$ cat config.mk
export PLATFORM = sky130hd
export DESIGN_NAME = intra_dc4_pred
export DESIGN_NICKNAME = d
export VERILOG_FILES = /design/src/rtl/intra_dc4_pkg.sv /design/src/rtl/dc4_edge_sum.sv /design/src/rtl/dc4_mean.sv /design/src/rtl/dc4_fill.sv /design/src/rtl/intra_dc4_pred.sv
export SDC_FILE = /design/constraint.sdc
export NUM_CORES = 1
export LEC_CHECK = 0
export ABC_AREA = 0
export BUFFER_PORTS_ARGS = -buffer_cell sky130_fd_sc_hd__buf_4
export CORE_MARGIN = 2
export CORE_UTILIZATION = 43
export DETAILED_ROUTE_END_ITERATION = 7
export GPL_TIMING_DRIVEN = 0
export PLACE_DENSITY = 0.77
export SLEW_MARGIN = 40
export SYNTH_ARGS = -nofsm -noshare
export SYNTH_HDL_FRONTEND = slang
export SYNTH_SLANG_ARGS = --single-unit
$ cat constraint.sdc
create_clock -name clk -period 13.8 [get_ports clk]
set_clock_uncertainty 0.1 [all_clocks]
set_input_delay 0.69 -clock clk [delete_from_list [all_inputs] [get_ports clk]]
set_output_delay 0.69 -clock clk [all_outputs]
set_load 0.005 [all_outputs]
$ cat src/rtl/intra_dc4_pkg.sv
package intra_dc4_pkg;

    // Which neighbour edges take part in the mean; bit 1 = left, bit 0 = above.
    typedef enum logic [1:0] {
        EDGE_NONE = 2'b00,
        EDGE_UP   = 2'b01,
        EDGE_LEFT = 2'b10,
        EDGE_BOTH = 2'b11
    } edge_sel_e;

    typedef struct packed {
        logic left;
        logic up;
    } nbr_avail_t;

    function automatic edge_sel_e pick_edges(nbr_avail_t a);
        return edge_sel_e'({a.left, a.up});
    endfunction

endpackage

$ cat src/rtl/dc4_edge_sum.sv
module dc4_edge_sum #(
    parameter int N     = 4,
    parameter int PIX_W = 8,
    localparam int SUM_W = PIX_W + $clog2(N)
) (
    input  logic [N*PIX_W-1:0] px,
    input  logic               en,
    output logic [SUM_W-1:0]   sum
);
    logic [SUM_W-1:0] part [N+1];

    assign part[0] = '0;
    for (genvar g = 0; g < N; g++) begin : g_acc
        assign part[g+1] = part[g] + SUM_W'(px[g*PIX_W +: PIX_W]);
    end

    // An unusable edge contributes nothing.
    assign sum = en ? part[N] : '0;
endmodule

$ cat src/rtl/dc4_mean.sv
module dc4_mean
    import intra_dc4_pkg::*;
#(
    parameter int N     = 4,
    parameter int PIX_W = 8,
    localparam int EW    = PIX_W + $clog2(N),
    localparam int TOT_W = EW + 2,
    localparam int SH1   = $clog2(N),
    localparam int SH2   = SH1 + 1
) (
    input  logic [EW-1:0]    sum_l,
    input  logic [EW-1:0]    sum_u,
    input  edge_sel_e        sel,
    output logic [PIX_W-1:0] mean
);
    logic [TOT_W-1:0] tot;
    logic [TOT_W-1:0] rnd;

    assign tot = TOT_W'(sum_l) + TOT_W'(sum_u);

    always_comb begin
        unique case (sel)
            EDGE_BOTH: rnd = (tot + (TOT_W'(1) << (SH2 - 1))) >> SH2;
            EDGE_LEFT,
            EDGE_UP:   rnd = (tot + (TOT_W'(1) << (SH1 - 1))) >> SH1;
            default:   rnd = TOT_W'(1) << (PIX_W - 1);
        endcase
    end

    assign mean = rnd[PIX_W-1:0];
endmodule

$ cat src/rtl/dc4_fill.sv
module dc4_fill #(
    parameter int N     = 4,
    parameter int PIX_W = 8,
    localparam int BLK_W = N * N * PIX_W
) (
    input  logic [PIX_W-1:0] mean,
    output logic [BLK_W-1:0] blk
);
    for (genvar r = 0; r < N; r++) begin : g_row
        for (genvar c = 0; c < N; c++) begin : g_col
            assign blk[(r*N + c)*PIX_W +: PIX_W] = mean;
        end
    end
endmodule

$ cat src/rtl/intra_dc4_pred.sv
module intra_dc4_pred
    import intra_dc4_pkg::*;
#(
    parameter int N     = 4,
    parameter int PIX_W = 8,
    localparam int EW    = PIX_W + $clog2(N),
    localparam int BLK_W = N * N * PIX_W
) (
    input  logic               clk,
    input  logic               rst,
    input  logic               start,
    input  logic               left_ok,
    input  logic               up_ok,
    input  logic [N*PIX_W-1:0] left_px,
    input  logic [N*PIX_W-1:0] up_px,
    output logic               pred_valid,
    output logic [BLK_W-1:0]   pred_blk
);
    nbr_avail_t       avail;
    edge_sel_e        sel;
    logic [EW-1:0]    sum_l;
    logic [EW-1:0]    sum_u;
    logic [PIX_W-1:0] mean;
    logic [BLK_W-1:0] blk_d;

    assign avail = '{left: left_ok, up: up_ok};
    assign sel   = pick_edges(avail);

    dc4_edge_sum #(.N(N), .PIX_W(PIX_W)) u_sum_left (
        .px (left_px),
        .en (avail.left),
        .sum(sum_l)
    );

    dc4_edge_sum #(.N(N), .PIX_W(PIX_W)) u_sum_up (
        .px (up_px),
        .en (avail.up),
        .sum(sum_u)
    );

    dc4_mean #(.N(N), .PIX_W(PIX_W)) u_mean (
        .sum_l(sum_l),
        .sum_u(sum_u),
        .sel  (sel),
        .mean (mean)
    );

    dc4_fill #(.N(N), .PIX_W(PIX_W)) u_fill (
        .mean(mean),
        .blk (blk_d)
    );

    always_ff @(posedge clk) begin
        if (rst) begin
            pred_valid <= 1'b0;
            pred_blk   <= '0;
        end else begin
            pred_valid <= start;
            if (start) begin
                pred_blk <= blk_d;
            end
        end
    end
endmodule

Yosys cells after proc, flatten, opt, wreduce, memory -nomap -nowiden
Cells that the tools add are included.
W data, S select, Z words.
{ "op_classes": {"multipliers": 0, "div_mod_pow": 0, "eq_ne": 3, "shift": 0, "bitwise_logic": 0, "n_addsub": 9, "reduce_logical": 1, "mux": 3, "magnitude_cmp": 0} }
{ "ops": {"columns": ["cell", "n"], "rows": [
  ["$add A10 B8 Y10", 4],
  ["$mux W10", 2],
  ["$add A8 B8 Y9", 2],
  ["$pmux W8 S2", 1],
  ["$add A10 B10 Y11", 1],
  ["$add A11 B3 Y11 const B", 1],
  ["$add A10 B2 Y10 const B", 1],
  ["$eq A2 B2 Y1 const B", 2],
  ["$eq A2 B1 Y1 const B", 1],
  ["$reduce_or A2 Y1", 1]
]} }
{ "word_totals": {"n_memories": 0, "elab_cells": 18, "romBits": 0, "regBits": 129, "ramBits": 0, "in_bits": 69, "latchBits": 0} }

Depth between registers and ports, before layout
{ "depth": {"ltp_word": 7, "ltp_mapped": 24, "ltp_nobuf": 24} }

Cells and area by module
A second synthesis with hierarchy kept.
{ "unflattened": {"hier_cells": 920, "area_unflattened_um2": 8458.1} }
{ "by_module_without_submodules": {"columns": ["module", "cells_each", "n_inst", "area_each_um2", "seq_area_each_um2"], "rows": [
  ["intra_dc4_pred", 415, 1, 4667.0, 2582.5],
  ["dc4_edge_sum", 114, 2, 869.6, 0.0],
  ["dc4_mean", 149, 1, 1091.0, 0.0],
  ["dc4_fill", 128, 1, 960.9, 0.0]
]} }

Worst setup path before layout
No wires, ideal clock.
{ "synth_timing": {"path_type": "input to register", "startpoint": "input port up_px[0]", "endpoint": "register pred_blk[119]", "cell_stages": 22, "arrival_ns": 4.978, "setup_slack_ns": 8.587, "setup_time_ns": 0.135, "n_path_buf": 0, "cell_sequence": "ha_1 -> inv_1 -> fa_1 -> nor2b_1 -> o21ai_0 -> a21boi_0 -> nor2_1 -> fa_1 -> ha_1 -> inv_1 -> o21ai_0 -> a21oi_1 -> xor2_1 -> nor2_1 -> ha_1 -> and2b_1 -> or3b_1 -> o311ai_4 -> nand4_4 -> or4_1 -> o31ai_2 -> a311oi_1"} }
{ "synth_via": {"elab_chain_cells": 7, "word_cells_on_any_way": 8} }
{ "synth_rtl": {"columns": ["item", "line_no", "source"], "rows": [
  ["start, declared", "intra_dc4_pred.sv:15", "input logic [N*PIX_W-1:0] up_px,"],
  ["$add A8 B8 Y9 (*)", "dc4_edge_sum.sv:14", "assign part[g+1] = part[g] + SUM_W'(px[g*PIX_W +: PIX_W]);"],
  ["$add A10 B8 Y10 (*) (2 in series)", "dc4_edge_sum.sv:14", null],
  ["$mux W10 (*)", "dc4_edge_sum.sv:18", "assign sum = en ? part[N] : '0;"],
  ["$add A10 B10 Y11 (*)", "dc4_mean.sv:19", "assign tot = TOT_W'(sum_l) + TOT_W'(sum_u);"],
  ["$add A11 B3 Y11 / $add A10 B2 Y10 (equally long branches)", "dc4_mean.sv:23, dc4_mean.sv:25", null],
  ["$pmux W8 S2 (*)", "dc4_mean.sv:22", "unique case (sel)"],
  ["end signal, assigned", "intra_dc4_pred.sv:60", "pred_blk <= blk_d;"],
  ["end, declared", "intra_dc4_pred.sv:17", "output logic [BLK_W-1:0] pred_blk"]
]} }
Mark *: on every way between the ends. The rest lies on a longest branch, timed or not.
A chain may end at the register's enable or synchronous reset.

Worst setup path in the final report
Ends and elaborated chain as after synthesis.

==> impl_metrics.tcl <==
set metrics [dict create \
    synth_seq_area_share_pct 4.81 \
    drt_drc_violations_left 0 \
    avgSynthCellArea_sq_um 7.91 \
    crit_end "pred_blk[119]$_SDFFE_PP0P_" \
    slowest_delay_ns 0.48 \
    crit_path_end_kind "flop" \
    status "complete, no violations" \
    num-nets-final 808 \
    area_growth_pct 44.1 \
    cp_num_cells 23 \
    die_area_sq_um 9480 \
    fmax_mhz 182 \
    setup_viol 0 \
    clkSinkCount 9 \
    p_int_w 0.000505 \
    place_ws_ns 8.08 \
    drive_above_1_share_pct 49.6 \
    cp_max_fo 3 \
    synth_top_area_cell "buf_4" \
    hold_depth 2 \
    setup_tns_ns 0 \
    grt-ovfl-total 0 \
    ys_types 64 \
    ys.flop_type "dfxtp_1" \
    report.final.slew_viol_count 0 \
    gp_congestion 0.867 \
    grt_pass1_vias 3612 \
    max-slew-margin-rel_pct 58.1 \
    cp-start-kind "input pin" \
    crit_type "input pin to flop" \
    seq_power_share_pct 7.5 \
    io_buffers 196 \
    hold_buffers 0 \
    worst_slew_pin_slew_ns 0.628 \
    cp.required_ns 13.80 \
    synth.area.top_cells "buf_4, ha_1, fa_1" \
    start_util_pct 43.6 \
    grt_pass1_wl_mm 15.9 \
    p_total_w 0.000886 \
    post_cts_buffers 0 \
    r2r_start "pred_blk[119]$_SDFFE_PP0P_" \
    synth_most_common_cell "buf_4" \
    clkSlewWorstSetupHoldPaths_ns 0.04 \
    synth_edf_count 0 \
    numCtsBuffers 3 \
    startpoint "up_px[0]" \
    ctsRootBufferMaster "clkbuf_8" \
    critPathBufInv 2 \
    r2r_slack_ns 12.29 \
    setup_slack_ns 8.31 \
    p_switching_w 0.000381 \
    row_count 34 \
    crit_path_frequent_cell "o21ai_0" \
    diodes 0 \
    r2r-end "pred_blk[119]$_SDFFE_PP0P_" \
    period_minus_slack_ns 5.49 \
    cts_tree "done" \
    grt_use_total_pct 19.3 \
    crit_family "compound AO/OA/AOI/OAI gates" \
    synth_top_area_share_pct 24.2 \
    hp-class "flop to flop" \
    syn_inst 474 \
    wl_per_cell_microns 11.8 \
    cts_max_path_buffers 2 \
    async_flop_share_pct 0 \
    powerDensity_nw_per_um2 164 \
    post-route-period-util_pct 39.8 \
    peakVddDrop_v 0.0000603 \
    combPwrFrac_pct 89.1 \
    drt_iter0_markers 93 \
    dr.pass1.iters 4 \
    wl_mm 9.24 \
    fp.dieW_microns 97.4 \
    clk_latency_ns 0.23 \
    grt_max_degree 19 \
    rsz0062_at_grt "false" \
    num_vias 3742 \
    switching_share_pct 43.0 \
    syn-cell-area_sq_um 3750 \
    ys_ff_latch 9 \
    p_leak_nw 2.98 \
    hold_viol 0 \
    io_pins 198 \
    ant_nets 0 \
    core_sq_um 8590 \
    cts_resized 0 \
    hpwl_mm 8.11 \
    critPathSlowestCell "a2111oi_1" \
    cp.arrival_ns 5.49 \
    p_clk_share_pct 3.5 \
    crit_chain "buf_4 -> ha_1 -> inv_1 -> fa_1 -> nor2b_1 -> o21ai_0 -> a21boi_0 -> nor2_1 -> fa_1 -> ha_1 -> o21ai_0 -> a21boi_0 -> o21ai_0 -> a21boi_0 -> nor3_1 -> ha_1 -> o21ai_0 -> nor2_1 -> a2111oi_1 -> a221oi_1 -> or4_1 -> o31ai_2 -> a311oi_1" \
    rr_worst_depth 3 \
    antenna_found_initial 0 \
    htreeDepth 1 \
    syn-num-nets 607 \
    postPlaceCellArea_sq_um 5350 \
    fin_area_sq_um 5400 \
    vias_per_cell 4.79 \
    cap_violations 0 \
    synthTopCellsByCount "buf_4, ha_1, inv_1" \
    die_y_microns 97.4 \
    synth_warnings 0 \
]
## cell type report
| class | instances | area (sq um) |
|---|---|---|
| fillers | 749 | 3190 |
| repair buffers | 196 | 1470 |
| well taps | 108 | 135 |
| inverters | 42 | 158 |
| plain buffers | 125 | 931 |
| clock buffers | 4 | 45.0 |
| multi-input cells | 298 | 2480 |
| flip-flops and latches | 9 | 180 |
## cell families (layout without fill, tap and decap cells)
| family | count (synthesis) | count (layout) | share of synthesized area [%] |
|---|---|---|---|
| AO/OA/AOI/OAI | 105 | 105 | 20.0 |
| XOR/XNOR | 24 | 24 | 5.81 |
| adder cells (fa/ha/maj) | 64 | 64 | 25.6 |
| buffers and inverters | 167 | 367 | 29.0 |
| flip-flops | 9 | 9 | 4.81 |
| multiplexers | 3 | 3 | 0.868 |
| AND/OR/NAND/NOR | 102 | 102 | 13.9 |
## worst min-delay path by stage
stage          slack (ns)                    endpoint                  startpoint
2_1_floorplan        0.54  pred_blk[121]$_SDFFE_PP0P_  pred_blk[121]$_SDFFE_PP0P_
3_3_place_gp         0.57  pred_blk[121]$_SDFFE_PP0P_  pred_blk[121]$_SDFFE_PP0P_
3_5_place_dp         0.59  pred_blk[123]$_SDFFE_PP0P_  pred_blk[123]$_SDFFE_PP0P_
4_1_cts              0.60  pred_blk[123]$_SDFFE_PP0P_  pred_blk[123]$_SDFFE_PP0P_
5_1_grt              0.61  pred_blk[126]$_SDFFE_PP0P_                       start
6_report             0.60  pred_blk[123]$_SDFFE_PP0P_  pred_blk[123]$_SDFFE_PP0P_
## sequential cells by signal, summed over array words and instances, names as in the netlist
signal,count
pred_valid,1
pred_blk,8
## stage by stage
stage | std cells | utilization (%) | hold slack [ns]
floorplan | 474 | - | 0.535
global placement | 778 | 62.3 | 0.574
detailed placement | 778 | 62.3 | 0.595
CTS | 782 | 62.8 | 0.602
global route | 782 | 62.8 | 0.611
finish | 782 | 62.8 | 0.597
## placed cells by master, fill, tap and decap left out, drive strengths merged, types with 4 or more instances in the layout
cell / count
xnor2: 15
ha: 43
nor2b: 10
clkinv: 4
nand2b: 5
a21boi: 7
nand2: 20
dfxtp: 9
fa: 21
xor2: 9
nor2: 33
and2: 6
a21oi: 23
nor3: 9
a21o: 11
buf: 318
clkbuf: 7
a211oi: 5
o21ai: 26
inv: 38
## power by group through the flow
stage                     Clock (W)  Sequential (W)  Combinational (W)
final                     0.0000306       0.0000664           0.000789
after global routing      0.0000330       0.0000724           0.000872
after CTS                 0.0000309       0.0000676           0.000792
after detailed placement          0       0.0000679           0.000788
after global placement            0       0.0000648           0.000771
after floorplan                   0       0.0000599           0.000517
## tightest hold or removal path, cell delays in order, from the launching register on
cell and delay, ns:
dfxtp_1 0.45, inv_1 0.11, o32ai_1 0.08
## routing by layer
metal	share of wire [%]	vias up	GRT usage (%)	wire length, microns
met5	0	-	0	0
met4	1.0	0	3.10	93
met3	6.4	10	2.37	595
met2	54	136	39.7	5010
met1	38	1692	21.1	3540
li1	-	1904	-	-
(Power assumes the default switching activity.)
